**config.mk**
```make
export PLATFORM = sky130hd
export DESIGN_NAME = sd_cmd_engine
export DESIGN_NICKNAME = d
export VERILOG_FILES = /design/src/rtl/sd_cmd_pkg.sv /design/src/rtl/sd_cmd_rsp_check.sv /design/src/rtl/sd_cmd_issue.sv /design/src/rtl/sd_cmd_engine.sv
export SDC_FILE = /design/constraint.sdc
export NUM_CORES = 1
export LEC_CHECK = 0
export ABC_AREA = 1
export BUFFER_PORTS_ARGS = -buffer_cell sky130_fd_sc_hd__clkbuf_2
export CORE_ASPECT_RATIO = 1.25
export CORE_UTILIZATION = 40
export DETAILED_ROUTE_END_ITERATION = 10
export GPL_TIMING_DRIVEN = 1
export PLACE_DENSITY = 0.63
export SKIP_LAST_GASP = 1
export SLEW_MARGIN = 20
export SYNTH_ARGS = -nofsm -noshare
export SYNTH_HDL_FRONTEND = slang
export SYNTH_HIERARCHICAL = 1
export SYNTH_SLANG_ARGS = --single-unit
```
**constraint.sdc**
```tcl
create_clock -name clk_i -period 2 [get_ports clk_i]
set_input_delay 0.5 -clock clk_i [delete_from_list [all_inputs] [get_ports clk_i]]
set_output_delay 0.5 -clock clk_i [all_outputs]
set_load 0.005 [all_outputs]
```
**src/rtl/sd_cmd_pkg.sv**
```systemverilog
package sd_cmd_pkg;
  localparam int CMD_W = 16;
  localparam int IDX_W = 6;

  // register word addresses
  localparam int A_CMD  = 0;
  localparam int A_ARG  = 1;
  localparam int A_STAT = 2;
  localparam int A_CFG  = 3;
  localparam int A_RSP  = 4;

  // status / config bit positions
  localparam int ST_TIMEOUT = 6;
  localparam int ST_BUSY    = 10;
  localparam int CF_BUSY_EN = 10;

  typedef struct packed {
    logic             go;
    logic             fail;
    logic [1:0]       rsv_hi;
    logic             busy_wait;
    logic             no_rsp;
    logic             long_rsp;
    logic             rsv_mid;
    logic             wr;
    logic             rd;
    logic [IDX_W-1:0] idx;
  } cmd_t;
endpackage

```
**src/rtl/sd_cmd_rsp_check.sv**
```systemverilog
module sd_cmd_rsp_check #(
  parameter int DATA_W    = 32,
  parameter int RSP_WORDS = 4,
  parameter int LEN_W     = 5
) (
  input  logic                          long_rsp_i,
  input  logic                          no_rsp_i,
  input  logic                          card_err_i,
  input  logic [LEN_W-1:0]              len_i,
  input  logic [RSP_WORDS*DATA_W-1:0]   resp_i,
  output logic                          err_o,
  output logic [RSP_WORDS-1:0][DATA_W-1:0] words_o
);
  localparam int SHORT_B = DATA_W / 8;
  localparam int LONG_B  = RSP_WORDS * DATA_W / 8;
  localparam int TOP     = RSP_WORDS * DATA_W;

  logic is_short, is_long, len_bad;

  assign is_short = (len_i == LEN_W'(SHORT_B));
  assign is_long  = (len_i == LEN_W'(LONG_B));
  assign len_bad  = (len_i == '0) || (is_short && long_rsp_i) || !(is_short || is_long);
  assign err_o    = card_err_i || (!no_rsp_i && len_bad);

  // long: last bytes land in word 0; short: first bytes land in word 0
  for (genvar k = 0; k < RSP_WORDS; k++) begin : g_word
    if (k == 0) begin : g_w0
      assign words_o[k] = is_long ? resp_i[0 +: DATA_W] : resp_i[TOP-1 -: DATA_W];
    end else begin : g_wn
      assign words_o[k] = is_long ? resp_i[k*DATA_W +: DATA_W] : '0;
    end
  end
endmodule

```
**src/rtl/sd_cmd_issue.sv**
```systemverilog
module sd_cmd_issue (
  input  logic clk_i,
  input  logic rst_ni,
  input  logic go_i,
  input  logic done_i,
  output logic busy_o
);
  logic busy_q;

  always_ff @(posedge clk_i or negedge rst_ni) begin
    if (!rst_ni)            busy_q <= 1'b0;
    else if (busy_q)        busy_q <= !done_i;
    else if (go_i)          busy_q <= 1'b1;
  end

  assign busy_o = busy_q;

  p_start_hold_r2: assert property (@(posedge clk_i) disable iff (!rst_ni)
    busy_q && !done_i |=> busy_q);
  p_issue_r2: assert property (@(posedge clk_i) disable iff (!rst_ni)
    !busy_q && go_i |=> busy_q);
  p_release_r3: assert property (@(posedge clk_i) disable iff (!rst_ni)
    busy_q && done_i |=> !busy_q);
endmodule

```
**src/rtl/sd_cmd_engine.sv**
```systemverilog
module sd_cmd_engine
  import sd_cmd_pkg::*;
#(
  parameter int ADDR_W    = 3,
  parameter int DATA_W    = 32,
  parameter int RSP_WORDS = 4,
  parameter int LEN_W     = 5,
  parameter int STAT_W    = 11,
  parameter int CFG_W     = 11
) (
  input  logic                        clk_i,
  input  logic                        rst_ni,
  input  logic                        reg_we_i,
  input  logic [ADDR_W-1:0]           reg_addr_i,
  input  logic [DATA_W-1:0]           reg_wdata_i,
  output logic [DATA_W-1:0]           reg_rdata_o,
  output logic                        card_start_o,
  output logic [IDX_W-1:0]            card_index_o,
  output logic [DATA_W-1:0]           card_arg_o,
  input  logic                        card_done_i,
  input  logic [LEN_W-1:0]            card_len_i,
  input  logic                        card_err_i,
  input  logic [RSP_WORDS*DATA_W-1:0] card_resp_i,
  output logic                        irq_o
);
  cmd_t                              cmd_q;
  logic [DATA_W-1:0]                 arg_q;
  logic [STAT_W-1:0]                 stat_q, stat_set, stat_clr;
  logic [CFG_W-1:0]                  cfg_q;
  logic [RSP_WORDS-1:0][DATA_W-1:0]  rsp_q, rsp_new;
  logic busy, done_ev, rsp_err, go;
  logic wr_cmd, wr_arg, wr_stat, wr_cfg;

  assign wr_cmd  = reg_we_i && reg_addr_i == ADDR_W'(A_CMD);
  assign wr_arg  = reg_we_i && reg_addr_i == ADDR_W'(A_ARG);
  assign wr_stat = reg_we_i && reg_addr_i == ADDR_W'(A_STAT);
  assign wr_cfg  = reg_we_i && reg_addr_i == ADDR_W'(A_CFG);
  assign go      = wr_cmd && !busy && reg_wdata_i[CMD_W-1];
  assign done_ev = busy && card_done_i;

  sd_cmd_issue u_issue (
    .clk_i (clk_i),
    .rst_ni(rst_ni),
    .go_i  (go),
    .done_i(card_done_i),
    .busy_o(busy)
  );

  sd_cmd_rsp_check #(
    .DATA_W(DATA_W), .RSP_WORDS(RSP_WORDS), .LEN_W(LEN_W)
  ) u_chk (
    .long_rsp_i(cmd_q.long_rsp),
    .no_rsp_i  (cmd_q.no_rsp),
    .card_err_i(card_err_i),
    .len_i     (card_len_i),
    .resp_i    (card_resp_i),
    .err_o     (rsp_err),
    .words_o   (rsp_new)
  );

  always_ff @(posedge clk_i or negedge rst_ni) begin
    if (!rst_ni) begin
      cmd_q <= '0;
      arg_q <= '0;
    end else if (done_ev) begin
      cmd_q.go <= 1'b0;
      if (rsp_err) cmd_q.fail <= 1'b1;
    end else if (!busy) begin
      if (wr_cmd) cmd_q <= cmd_t'(reg_wdata_i[CMD_W-1:0]);
      if (wr_arg) arg_q <= reg_wdata_i;
    end
  end

  always_comb begin
    stat_set = '0;
    stat_clr = wr_stat ? reg_wdata_i[STAT_W-1:0] : '0;
    if (done_ev) begin
      if (rsp_err)                                   stat_set[ST_TIMEOUT] = 1'b1;
      else if (cmd_q.busy_wait && cfg_q[CF_BUSY_EN]) stat_set[ST_BUSY]    = 1'b1;
    end
  end

  always_ff @(posedge clk_i or negedge rst_ni) begin
    if (!rst_ni) begin
      stat_q <= '0;
      cfg_q  <= '0;
      rsp_q  <= '0;
    end else begin
      stat_q <= (stat_q & ~stat_clr) | stat_set;
      if (wr_cfg) cfg_q <= reg_wdata_i[CFG_W-1:0];
      if (done_ev && !rsp_err && !cmd_q.no_rsp) rsp_q <= rsp_new;
    end
  end

  always_comb begin
    reg_rdata_o = '0;
    if (reg_addr_i == ADDR_W'(A_CMD))       reg_rdata_o[CMD_W-1:0]  = cmd_q;
    else if (reg_addr_i == ADDR_W'(A_ARG))  reg_rdata_o             = arg_q;
    else if (reg_addr_i == ADDR_W'(A_STAT)) reg_rdata_o[STAT_W-1:0] = stat_q;
    else if (reg_addr_i == ADDR_W'(A_CFG))  reg_rdata_o[CFG_W-1:0]  = cfg_q;
    else begin
      for (int k = 0; k < RSP_WORDS; k++)
        if (int'(reg_addr_i) == A_RSP + k) reg_rdata_o = rsp_q[k];
    end
  end

  assign card_start_o = busy;
  assign card_index_o = cmd_q.idx;
  assign card_arg_o   = arg_q;
  assign irq_o        = |stat_q[STAT_W-1:8];

  p_req_stable_r11: assert property (@(posedge clk_i) disable iff (!rst_ni)
    card_start_o && !card_done_i |=> $stable(card_index_o) && $stable(card_arg_o));
  p_go_clear_r3: assert property (@(posedge clk_i) disable iff (!rst_ni)
    card_start_o && card_done_i |=> !cmd_q.go);
  p_fail_flag_r4: assert property (@(posedge clk_i) disable iff (!rst_ni)
    done_ev && rsp_err |=> cmd_q.fail && stat_q[ST_TIMEOUT]);
  p_err_keeps_rsp_r4: assert property (@(posedge clk_i) disable iff (!rst_ni)
    done_ev && rsp_err |=> $stable(rsp_q));
  p_w1c_r9: assert property (@(posedge clk_i) disable iff (!rst_ni)
    wr_stat && reg_wdata_i[ST_BUSY] && !done_ev |=> !stat_q[ST_BUSY]);
  p_irq_fall_r10: assert property (@(posedge clk_i) disable iff (!rst_ni)
    wr_stat && (&reg_wdata_i[STAT_W-1:8]) |=> !irq_o);
endmodule

```
==> results of run 1 <==
-- how the worst max path moves through the flow --
stage                                       end  depth (start not counted)  slack (ns)
after floorplan           rsp_q[11]$_DFFE_PN0P_                         10        0.02
after global placement          reg_rdata_o[12]                         11       -0.22
after detailed placement        reg_rdata_o[12]                         11       -0.22
after CTS                       reg_rdata_o[12]                         11       -0.15
after global routing            reg_rdata_o[20]                         11       -0.23
final                            reg_rdata_o[6]                          8       -0.14
-- layout make-up --
cell class	instances	share of cell area
Multi-Input combinational cell	719	0.356
Sequential cell	199	0.353
Timing Repair Buffer	333	0.170
Inverter	178	0.0484
Tap cell	350	0.0310
Clock buffer	18	0.0304
Clock inverter	14	0.0114
Antenna cell	1	0.000177
-- sequential cells by signal, summed over array words and instances (netlist names) --
name / cells
card_arg_o: 32
card_index_o: 6
cfg_q: 11
cmd_q: 10
rsp_q: 128
stat_q: 11
u_issue/busy_o: 1
-- metal layers --
metal  vias up  share of wire  track usage
met3        44          0.041       0.0303
met4         0          0.033       0.0888
met5         -              0            0
met1      4223           0.40        0.245
met2       250           0.52        0.366
li1       4309              -            -
-- per-stage QoR --
stage / util / setup TNS (ns) / power (W)
4_1_cts: 0.503 / -3.73 / 0.00971
2_1_floorplan: - / 0 / 0.00538
3_5_place_dp: 0.475 / -12.90 / 0.00615
5_1_grt: 0.513 / -5.31 / 0.0101
6_report: 0.513 / -2.97 / 0.00966
3_3_place_gp: 0.475 / -9.96 / 0.00611
-- cells in the final DEF (no fill, tap or decap), types with 3 or more instances in the layout --
master	synthesis	layout
nor2_4	85	87
o21ai_1	19	21
mux2_4	16	16
clkbuf_16	0	22
buf_4	11	44
nand3_1	28	24
clkbuf_2	0	230
nand2_2	2	7
inv_6	1	4
inv_1	173	173
nand2_4	0	5
clkinv_4	0	3
buf_6	13	17
nor2_2	11	12
nand4_1	65	65
dfrtp_1	199	199
mux2_2	128	128
nand3_2	1	5
buf_2	15	10
nand2_1	241	231
buf_12	8	23
o21ai_0	93	90
nor2_1	14	12
inv_8	0	6
-- synth_stat cells, types with 2 or more instances --
library cell and count:
buf_1 3, buf_12 8, buf_2 15, buf_4 11, buf_6 13, clkbuf_1 23, dfrtp_1 199, inv_1 173
inv_2 4, mux2_2 128, mux2_4 16, nand2_1 241, nand2_2 2, nand3_1 28, nand4_1 65, nor2_1 14
nor2_2 11, nor2_4 85, nor3_1 2, nor3_4 2, o21ai_0 93, o21ai_1 19, or2_0 2, or2_2 2
-- cells by family (layout without fill, tap and decap cells) --
group           Yosys count  after routing  synth area share
mux                     144            144             0.151
compound gates          115            115            0.0522
other cells               0              1                 0
buf+inv                 252            543             0.112
flops                   199            199             0.446
simple gates            459            460             0.239
-- where the power goes --
group | internal (W) | switching, W
registers | 0.00435 | 0.000254
clock network | 0.00179 | 0.00170
logic | 0.000772 | 0.000784
-- timing repair --
action                                  4_1_cts  5_1_grt
resized for setup                            26       42
buffers inserted                              5        8
cloned                                        4        5
endpoints found under the setup margin       32       32
pin swaps                                    12       24
-- worst max-delay path: cells and delay by family --
family | cells | cell delay, ns
buffers and inverters | 4 | 0.56
and+or+nand+nor | 4 | 0.57
==> results_dict.tcl, run 1 <==
set metrics [dict create \
    status "complete, but fails checks" \
    failed_checks "negative setup slack" \
    grt_first_pass_wirelength_um 45100 \
    numCtsBuffers 17 \
    synthFlopType "dfrtp_1" \
    placed_area_um2 13000 \
    crit_type "in2out" \
    drt-wirelength-per-cell_um 16.6 \
    async_flop_share 1.00 \
    num_io_pins 245 \
    die_y_um 189 \
    path_cells "clkbuf_8 -> buf_6 -> buf_12 -> nand4_1 -> nand4_1 -> nand2_1 -> nand4_1 -> buf_2" \
    die_x_um 151 \
    dr.pass1.iters 5 \
    ant_nets 0 \
    maxSlewViolCount 0 \
    syn_inst 1169 \
    place_inst 1757 \
    rsz0062_at_grt "yes" \
    synth_area_leaders "dfrtp_1 (45%), mux2_2 (13%), nor2_4 (8.6%), nand2_1 (8.1%), inv_1 (5.8%)" \
    fmax_mhz 468 \
    path_common_cell "nand4_1" \
    synth_edf_count 0 \
    slowest_stage "nand4_1" \
    finalSetupViolCount 32 \
    worstReg2RegEnd "rsp_q[28]$_DFFE_PN0P_" \
    reg2reg_setup_slack_ns 0.15 \
    layout_worst_path_cycle_share 1.07 \
    multi_input_area_um2 5020 \
    cts_max_level 4 \
    required_ns 1.50 \
    fin_cells 1812 \
    root_buffer "clkbuf_16" \
    clk_pin_slew_ns 0.08 \
    finClkSkew_ns 0.00834 \
    hold_class "in2async" \
    setup.worst_path.start "reg_addr_i[2]" \
    hold_slack_ns 0.0592 \
    fp.dieArea_um2 28600 \
    critical_path.max_stage_delay_ns 0.22 \
    tritoncts "built" \
    syn_nets 1342 \
    synth.distinct_cells 34 \
    vias_per_cell 4.87 \
    layout.nets 1621 \
    pwr_density_cell_nw_per_um2 684 \
    syn_avg_cell_area_um2 9.54 \
    wl_um 30100 \
    maxSlewHeadroom 0.600 \
    grt_pass1_vias 8699 \
    num_vias 8826 \
    r2r_cells 8 \
    clk_latency_ns 0.43 \
    clockBufferDepth 2 \
    worstMarginPinSlew_ns 0.600 \
    ys_ff_latch 199 \
    grt_start_max_net_pins 65 \
    cp_max_fo 10 \
    seqCellArea_um2 4980 \
    grt_usage 0.207 \
    row_count 68 \
    drive_above_1_share 0.437 \
    dp_hpwl_um 22000 \
    gr-total-overflow 0 \
    fin_area_um2 14100 \
    core_area_um2 27500 \
    synth_top_area_frac 0.446 \
    port_buffers 244 \
    setup_ws_ns -0.138 \
    hold_viol 0 \
    drv_cap 0 \
    fin_crit_ns 2.14 \
    cts.sinks 199 \
    arrival_ns 1.64 \
    area_growth_pct 26.5 \
    remaining_drc_errors 0 \
    antenna_found_initial 0 \
    netlist_area_um2 11200 \
    irDropWorstVdd_v 0.000482 \
    synth_top_cell_by_area "dfrtp_1" \
    first_iter_violations 382 \
    synth_warnings 6 \
    start_util 0.406 \
    critPathLaunchType "primary input" \
    synth_seq_area_share 0.446 \
    timing.rr.start "cmd_q[9]$_DFFE_PN0P_" \
    gp_congestion 0.816 \
    dp_slack_ns -0.222 \
    nFillCells 2572 \
    ctsHoldBuffers 0 \
    crit_path_end_kind "output pin" \
    leakagePower_nw 7.65 \
]
No activity file was read; power rests on OpenSTA's default activity.
==> run 2: changes to the inputs <==
TNS_END_PERCENT = 10   (was unset)
==> results_dict.tcl, run 2 (synthesis results as in run 1) <==
set metrics [dict create \
    clk_latency_ns 0.43 \
    hold_slack_ns 0.0696 \
    reg2reg_setup_slack_ns 0.15 \
    final_common_cell "clkbuf_2" \
    drv_cap 0 \
    root_buffer "clkbuf_16" \
    wl_um 29200 \
    area_growth_pct 23.5 \
    critPathLaunchType "primary input" \
    num_io_pins 245 \
    numCtsBuffers 17 \
    required_ns 1.50 \
    grt_usage 0.204 \
    row_count 68 \
    place_inst 1757 \
    die_y_um 189 \
    dr.pass1.iters 7 \
    cts.sinks 199 \
    largest_reg_flops 128 \
    dp_hpwl_um 22000 \
    clk_pin_slew_ns 0.08 \
    slowest_stage "nor2_4" \
    fin_crit_ns 2.20 \
    fmax_mhz 456 \
    clockBufferDepth 2 \
    start_util 0.406 \
    num_vias 8663 \
    pwr_density_cell_nw_per_um2 695 \
    r2r_cells 8 \
    irDropWorstVdd_v 0.000475 \
    critical_path.max_stage_delay_ns 0.24 \
    timing.rr.start "cmd_q[9]$_DFFE_PN0P_" \
    path_cells "buf_12 -> buf_6 -> inv_6 -> nand2_4 -> nor2_4 -> clkbuf_16 -> nand2_1 -> nand4_1 -> nand2_2 -> nand3_1 -> clkbuf_2" \
    layout.nets 1603 \
    drt-wirelength-per-cell_um 16.3 \
    nFillCells 2606 \
    leakagePower_nw 7.50 \
    crit_type "in2out" \
    fin_cells 1794 \
    layout_worst_path_cycle_share 1.10 \
    ant_nets 0 \
    grt_start_max_net_pins 65 \
    tritoncts "built" \
    worstReg2RegEnd "rsp_q[28]$_DFFE_PN0P_" \
    first_iter_violations 434 \
    final_cell_mix "clkbuf_2 (236), nand2_1 (234), dfrtp_1 (199)" \
    hold_viol 0 \
    finClkSkew_ns 0.0125 \
    crit_path_end_kind "output pin" \
    grt_pass1_vias 8631 \
    hold_class "in2async" \
    cp_max_fo 6 \
    port_buffers 244 \
    maxSlewViolCount 0 \
    worstMarginPinSlew_ns 0.600 \
    vias_per_cell 4.83 \
    die_x_um 151 \
    grt_first_pass_wirelength_um 44500 \
    cts_max_level 4 \
    antenna_found_initial 0 \
    gp_congestion 0.816 \
    rsz0062_at_grt "yes" \
    arrival_ns 1.70 \
    status "complete, but fails checks" \
    remaining_drc_errors 0 \
    failed_checks "negative setup slack" \
    setup_ws_ns -0.195 \
    top_register "rsp_q" \
    ctsHoldBuffers 0 \
    gr-total-overflow 0 \
    fp.dieArea_um2 28600 \
    maxSlewHeadroom 0.600 \
    finalSetupViolCount 32 \
    core_area_um2 27500 \
    drive_above_1_share 0.424 \
]
-- run 2: repair_timing --
action / CTS / global route
buffers inserted: 0 / 1
endpoints found under the setup margin: 32 / 32
pin swaps: 0 / 10
gates resized for setup: 0 / 39
cloned: 0 / 3
hold endpoints to repair: 0 / 0
-- run 2: area by class of cell --
cell class	instances	area, um^2	share of cell area
flip-flops and latches	199	4980	0.362
multi-input cells	718	4980	0.361
repair buffers	316	2110	0.153
inverters	178	681	0.0494
well taps	350	438	0.0318
clock buffers	18	429	0.0312
clock inverters	14	160	0.0116
diodes	1	2.50	0.000182
-- run 2: critical path: cells and delay by family --
family,cells,cell delay (ns)
AND/OR/NAND/NOR,6,0.59
buffers and inverters,5,0.59
-- run 2: how the worst max path moves through the flow --
stage | cells after the start | start | to
finish | 11 | reg_addr_i[1] | reg_rdata_o[13]
global route | 11 | reg_addr_i[1] | reg_rdata_o[13]
CTS | 11 | reg_addr_i[1] | reg_rdata_o[12]
detailed placement | 11 | reg_addr_i[1] | reg_rdata_o[12]
global placement | 11 | reg_addr_i[1] | reg_rdata_o[12]
floorplan | 10 | card_len_i[3] | rsp_q[11]$_DFFE_PN0P_
-- run 2: power breakdown --
group	internal (W)	switching, W
logic	0.000726	0.000763
clock network	0.00179	0.00169
registers	0.00435	0.000247
-- run 2: metal layers --
layer	global-route usage	wire length, um
met1	0.242	11700
met2	0.364	15400
met3	0.0322	1140
met4	0.0777	891
met5	0	0
-- run 2: stage by stage --
stage	instance area, um^2	setup TNS (ns)	power, W	util	setup WS [ns]
after floorplan	11200	0	0.00538	-	0.0152
after global placement	13000	-9.96	0.00611	0.475	-0.224
after detailed placement	13000	-12.90	0.00615	0.475	-0.222
after CTS	13600	-5.73	0.00966	0.496	-0.225
after global routing	13800	-7.47	0.0101	0.501	-0.271
final	13800	-4.71	0.00957	0.501	-0.195
